===== src/rtl/dual_nco_phase.sv =====
module dual_nco_phase #(
  parameter int HALF_W = 12,
  parameter int QUAD_W = 2
) (
  input  logic                  clk,
  input  logic                  rst_n,
  input  logic                  wr_en,
  input  logic                  wr_chan,
  input  logic                  wr_hi,
  input  logic [HALF_W-1:0]     wr_data,
  input  logic                  smp_en,
  output logic [2*HALF_W-1:0]   phase_a,
  output logic [2*HALF_W-1:0]   phase_b,
  output logic [QUAD_W-1:0]     quad_a,
  output logic [QUAD_W-1:0]     quad_b
);
  localparam int PHASE_W = 2 * HALF_W;

  logic [PHASE_W-1:0] incr_a, incr_b;

  for (genvar c = 0; c < 2; c++) begin : g_ch
    logic               sel;
    logic [HALF_W-1:0]  lo_hold;
    logic [PHASE_W-1:0] step;
    logic [PHASE_W-1:0] acc;

    assign sel = wr_en && (wr_chan == 1'(c));

    always_ff @(posedge clk) begin
      if (!rst_n) begin
        lo_hold <= '0;
        step    <= '0;
        acc     <= '0;
      end else begin
        if (sel && !wr_hi) lo_hold <= wr_data;
        if (sel && wr_hi)  step    <= {wr_data, lo_hold};
        if (smp_en)        acc     <= acc + step;
      end
    end
  end

  assign phase_a = g_ch[0].acc;
  assign phase_b = g_ch[1].acc;
  assign incr_a  = g_ch[0].step;
  assign incr_b  = g_ch[1].step;
  assign quad_a  = phase_a[PHASE_W-1 -: QUAD_W];
  assign quad_b  = phase_b[PHASE_W-1 -: QUAD_W];
endmodule


===== config.mk =====
export PLATFORM = sky130hd
export DESIGN_NAME = dual_nco_phase
export DESIGN_NICKNAME = d
export VERILOG_FILES = /design/src/rtl/dual_nco_phase.sv
export SDC_FILE = /design/constraint.sdc
export NUM_CORES = 1
export LEC_CHECK = 0
export BUFFER_PORTS_ARGS = -buffer_cell sky130_fd_sc_hd__buf_2
export CELL_PAD_IN_SITES_DETAIL_PLACEMENT = 1
export CELL_PAD_IN_SITES_GLOBAL_PLACEMENT = 1
export CORE_MARGIN = 5
export CORE_UTILIZATION = 44
export DETAILED_ROUTE_END_ITERATION = 10
export GPL_TIMING_DRIVEN = 0
export PLACE_DENSITY_LB_ADDON = 0.1
export SYNTH_ARGS = -nofsm -noshare
export SYNTH_HDL_FRONTEND = slang
export SYNTH_SLANG_ARGS = --single-unit

===== constraint.sdc =====
create_clock -name clk -period 5.55 [get_ports clk]
set_input_delay 1.11 -clock clk [delete_from_list [all_inputs] [get_ports clk]]
set_output_delay 1.11 -clock clk [all_outputs]
set_load 0.005 [all_outputs]

==> results of run 1 <==
## Yosys cell counts, types with 18 or more instances
cell	count
nand3_1	18
nand2_1	172
mux2i_1	33
o21ai_0	24
a21o_1	34
a21oi_1	41
xnor2_1	21
clkbuf_1	40
nor2b_1	32
a21boi_0	61
nor2_1	29
dfxtp_1	120
ha_1	46
## worst max-delay path, cell delays in order, from the launching register on
cell      delay [ps]
dfxtp_1          330
ha_1             240
fa_1             430
a21o_1           190
a21oi_1          220
o21bai_1         120
a21o_1           230
a21oi_1          500
nor4b_1          110
a311o_1          330
## cell families after synthesis
logic type / share of synthesized area
adders and majority gates: 0.0885
AOI/OAI and AO/OA: 0.245
and+or+nand+nor: 0.200
DFF: 0.345
xor gates and xnor gates: 0.0365
buffers and inverters: 0.0369
muxes: 0.0475
## final cells by class
| cell class | instances | area share |
|---|---|---|
| multi-input cells | 662 | 0.527 |
| flip-flops and latches | 120 | 0.294 |
| clock buffers | 18 | 0.0538 |
| repair buffers | 69 | 0.0423 |
| well taps | 216 | 0.0331 |
| plain buffers | 52 | 0.0278 |
| clock inverters | 14 | 0.0182 |
| inverters | 8 | 0.00368 |
## worst min path at each step
| stage | startpoint | to | cells past startpoint |
|---|---|---|---|
| floorplan | g_ch[0].lo_hold[10]$_SDFFE_PN0P_ | g_ch[0].step[10]$_SDFFE_PN0P_ | 2 |
| global placement | phase_a[21]$_SDFFE_PN0P_ | phase_a[21]$_SDFFE_PN0P_ | 2 |
| detailed placement | phase_a[21]$_SDFFE_PN0P_ | phase_a[21]$_SDFFE_PN0P_ | 2 |
| CTS | phase_a[21]$_SDFFE_PN0P_ | phase_a[21]$_SDFFE_PN0P_ | 2 |
| global route | g_ch[1].lo_hold[10]$_SDFFE_PN0P_ | g_ch[1].lo_hold[10]$_SDFFE_PN0P_ | 2 |
| finish | phase_a[21]$_SDFFE_PN0P_ | phase_a[21]$_SDFFE_PN0P_ | 2 |
## stage by stage
step                      area (sq um)  setup slack, ps   util  std cells  hold WS (ps)
final                             8160             2750  0.519       1159           458
after global routing              8160             2610  0.519       1159           494
after CTS                         8160             2710  0.519       1159           463
after detailed placement          7570             2560  0.482       1127           455
after global placement            7570             2560  0.482       1127           452
after floorplan                   6960             3210      -        842           440
## registers in the layout, summed over array words and instances (netlist names)
register,count
g_ch.lo_hold,24
g_ch.step,48
phase_a,24
phase_b,24
## power by group
group          total, uW  switching, uW  internal (uW)
clock               1110            435            675
sequential           900           16.8            883
combinational        179            114           64.5
total               2190            566           1620
## layer usage
metal | global-route usage | up-vias
li1 | - | 3175
met1 | 0.333 | 3049
met2 | 0.394 | 117
met3 | 0.0464 | 32
met4 | 0.0795 | 0
met5 | 0 | -
==> reports/metrics.cfg, run 1 <==
[synth]
syn_area_sq_um = 6960
synth_area_leaders = dfxtp_1 35%, nand2_1 9.3%, ha_1 8.3%
ys_types = 63
synth_seq_cells = 120
async_reset_ff_frac = 0
synth.avg_cell_area_sq_um = 8.26
yosys.area.top_type_share = 0.345
synth_nets = 908
synth_edf_count = 0
synth_flop_cell = dfxtp_1
synth_cells = 842
yosys.area.top_type = dfxtp_1
ys_seq_area_frac = 0.345
yosys_warnings = 0

[critical_path]
setup.worst_path.start = phase_a[0]$_SDFFE_PN0P_
r2r_start = phase_a[0]$_SDFFE_PN0P_
r2r-end = phase_a[14]$_SDFFE_PN0P_
crit_path_start_kind = register
cp-end-kind = register
rr_worst_depth = 9
crit_required_ps = 5850
r2r_slack_ps = 2750
cp_max_fo = 5
crit_end = phase_a[14]$_SDFFE_PN0P_
crit_type = reg -> reg
critPathArrivalTime_ps = 3100

[clocking]
insertion_delay_ps = 420
htree_levels = 4
clock-sinks = 120
numCtsBuffers = 17
clock_path_buffers = 2
cts_tree = yes
cts_hold_buf = 0
cts.repair.resized = 0
clkTransAtPathRegs_ps = 60
cts_setup_buffers = 0
cts-root-buf = clkbuf_16

[layout]
final_common_cell = nand2_1
drive_above_1_share = 0.128
ff_latch_area_sq_um = 2400
nFillCells = 1931
diodes = 0
layout_common_cells = 172 x nand2_1, 120 x dfxtp_1, 73 x buf_2
area_growth_pct = 17.3
multi_input_area_sq_um = 4300
final_nets = 996

[place]
numPortBuffers = 69
routabilityCongestion = 0.885
hpwl_mm = 16.7

[floorplanning]
rows = 46
core_sq_um = 15700
die_y_microns = 136
io_pins = 70
dieArea_sq_um = 18400
initial_core_util = 0.443
die_x_microns = 136

[sta]
fin_crit_ps = 2800
rsz0062_at_grt = false
setup_tns_ps = 0
finalCritPeriodShare = 0.504
slew_viol_final = 0
finalClockSkew_ps = 10.9
hold_viol_final = 0
slew-limit-headroom = 0.381
worstMarginPinSlew_ps = 929
fmax_mhz = 357
setup_violations = 0

[detailed_routing]
met3_length_microns = 985
wire_per_inst_microns = 18.9
dr.pass1.iters = 4
drtIter0Drc = 263
num_vias = 6373
drt_wl_total_mm = 21.9
route.met2.wl_mm = 10.0
drtAntennaViolNets = 0
highest_layer = met4
viasPerCell = 5.50
drcViolationCount = 0
drt-met1-wl_mm = 10.5

[grt]
grt_pass1_vias = 6744
track_usage = 0.245
antenna_found_initial = 0
grt_pass1_wl_mm = 35.5
gr-total-overflow = 0
grt_start_max_net_pins = 17

[pwr]
power.static_leakage_uw = 0.00357
peakVddDrop_uv = 215
p_per_area_nw_per_um2 = 268
power_uw = 2190

[job]
maxCapViolCount = 0

[hold_path]
hold_path_class = reg -> reg

[status]
status = finished, final reports clean

(Power assumes the default switching activity.)
==> inputs of run 2 (changes only) <==
==> constraint.sdc (replaced) <==
create_clock -name clk -period 2.8 [get_ports clk]
set_input_delay 0.56 -clock clk [delete_from_list [all_inputs] [get_ports clk]]
set_output_delay 0.56 -clock clk [all_outputs]
set_load 0.005 [all_outputs]
==> reports/metrics.cfg, run 2 (synthesized netlist as in run 1, its figures left out) <==
[status]
status = finished, final reports clean

[floorplanning]
rows = 46
dieArea_sq_um = 18400
io_pins = 70
initial_core_util = 0.443
die_x_microns = 136
core_sq_um = 15700
die_y_microns = 136

[pwr]
switching_power_uw = 1120
switching_share = 0.259
p_comb_frac = 0.082
power_uw = 4340
p_seq_frac = 0.411
pwr-share-clk = 0.507
p_per_area_nw_per_um2 = 532
peakVddDrop_uv = 429
power.static_leakage_uw = 0.00358
power.internal_uw = 3220

[sta]
slew_viol_final = 0
setup_violations = 0
worstMarginPinSlew_ps = 926
hold_viol_final = 0
setup_tns_ps = 0
fmax_mhz = 383
slew-limit-headroom = 0.383
finalClockSkew_ps = 7.87
fin_crit_ps = 2610
rsz0062_at_grt = false
finalCritPeriodShare = 0.933

[place]
numPortBuffers = 69
routabilityCongestion = 0.885
hpwl_mm = 16.7

[layout]
final_common_cell = nand2_1
multi_input_area_sq_um = 4300
ff_latch_area_sq_um = 2400
largest_register_ffs = 48
nFillCells = 1931
drive_above_1_share = 0.129
registers.top_by_ff_count = g_ch.step
final_nets = 996
diodes = 0
layout_common_cells = 172 x nand2_1, 120 x dfxtp_1, 73 x buf_2
area_growth_pct = 17.4

[clocking]
clock-sinks = 120
cts_hold_buf = 0
cts.repair.resized = 1
cts_setup_buffers = 0
clock_path_buffers = 2
htree_levels = 4
cts_tree = yes
numCtsBuffers = 17
cts-root-buf = clkbuf_16
clkTransAtPathRegs_ps = 60
insertion_delay_ps = 420

[detailed_routing]
drtAntennaViolNets = 0
drtIter0Drc = 243
num_vias = 6419
drt_wl_total_mm = 21.8
viasPerCell = 5.54
dr.pass1.iters = 5
drcViolationCount = 0
wire_per_inst_microns = 18.8

[critical_path]
crit_path_start_kind = register
cp_max_fo = 5
cp-end-kind = register
r2r_slack_ps = 190
r2r_start = phase_a[0]$_SDFFE_PN0P_
setup.worst_path.start = phase_a[0]$_SDFFE_PN0P_
crit_type = reg -> reg
crit_required_ps = 3100
critPathArrivalTime_ps = 2920

[grt]
grt_start_max_net_pins = 17
gr-total-overflow = 0
antenna_found_initial = 0
grt_pass1_wl_mm = 35.5
grt_pass1_vias = 6738
track_usage = 0.245

[hold_path]
hold_path_startpoint = wr_data[0]
hold_path_class = in -> reg

[job]
maxCapViolCount = 0

run 2: per-layer routing:
layer / track usage / share of wire / routed length (microns) / up-vias
met3: 0.0464 / 0.036 / 789 / 35
met1: 0.333 / 0.49 / 10600 / 3087
li1: - / - / - / 3179
met5: 0 / 0 / 0 / -
met4: 0.0795 / 0.020 / 429 / 0
met2: 0.393 / 0.46 / 9990 / 118
run 2: final timing paths:
kind         cells after the start                             to
max reg2reg                      9       phase_a[14]$_SDFFE_PN0P_
max                              9       phase_a[14]$_SDFFE_PN0P_
min reg2reg                      2       phase_a[21]$_SDFFE_PN0P_
min                              3  g_ch[1].step[12]$_SDFFE_PN0P_
run 2: critical path: stages, from the launching register on:
cell and delay, ps:
dfxtp_1 330, ha_1 240, fa_1 430, a21o_1 190, a21oi_1 220, o21bai_1 120, a21o_1 230, a21oi_2 330
nor4b_1 90, a311o_1 320
run 2: layout make-up:
type / count / area share
multi-input cells: 662 / 0.527
flip-flops and latches: 120 / 0.294
clock buffers: 18 / 0.0538
repair buffers: 69 / 0.0423
well taps: 216 / 0.0331
plain buffers: 52 / 0.0277
clock inverters: 14 / 0.0182
inverters: 8 / 0.00368
run 2: per-stage QoR:
step | hold WS, ps | setup slack (ps) | util | cell area [sq um] | instances
floorplan | 440 | 461 | - | 6960 | 842
global placement | 452 | 88.8 | 0.482 | 7570 | 1127
detailed placement | 455 | 18.0 | 0.482 | 7570 | 1127
CTS | 442 | 173 | 0.520 | 8160 | 1159
global route | 444 | 31.7 | 0.520 | 8160 | 1159
finish | 457 | 186 | 0.520 | 8160 | 1159
run 2: power by group through the flow:
stage	clock network (uW)	logic [uW]	registers (uW)
3_3_place_gp	0	336	1820
6_report	2200	354	1780
2_1_floorplan	0	218	1810
3_5_place_dp	0	350	1820
5_1_grt	2330	390	1790
4_1_cts	2240	354	1780
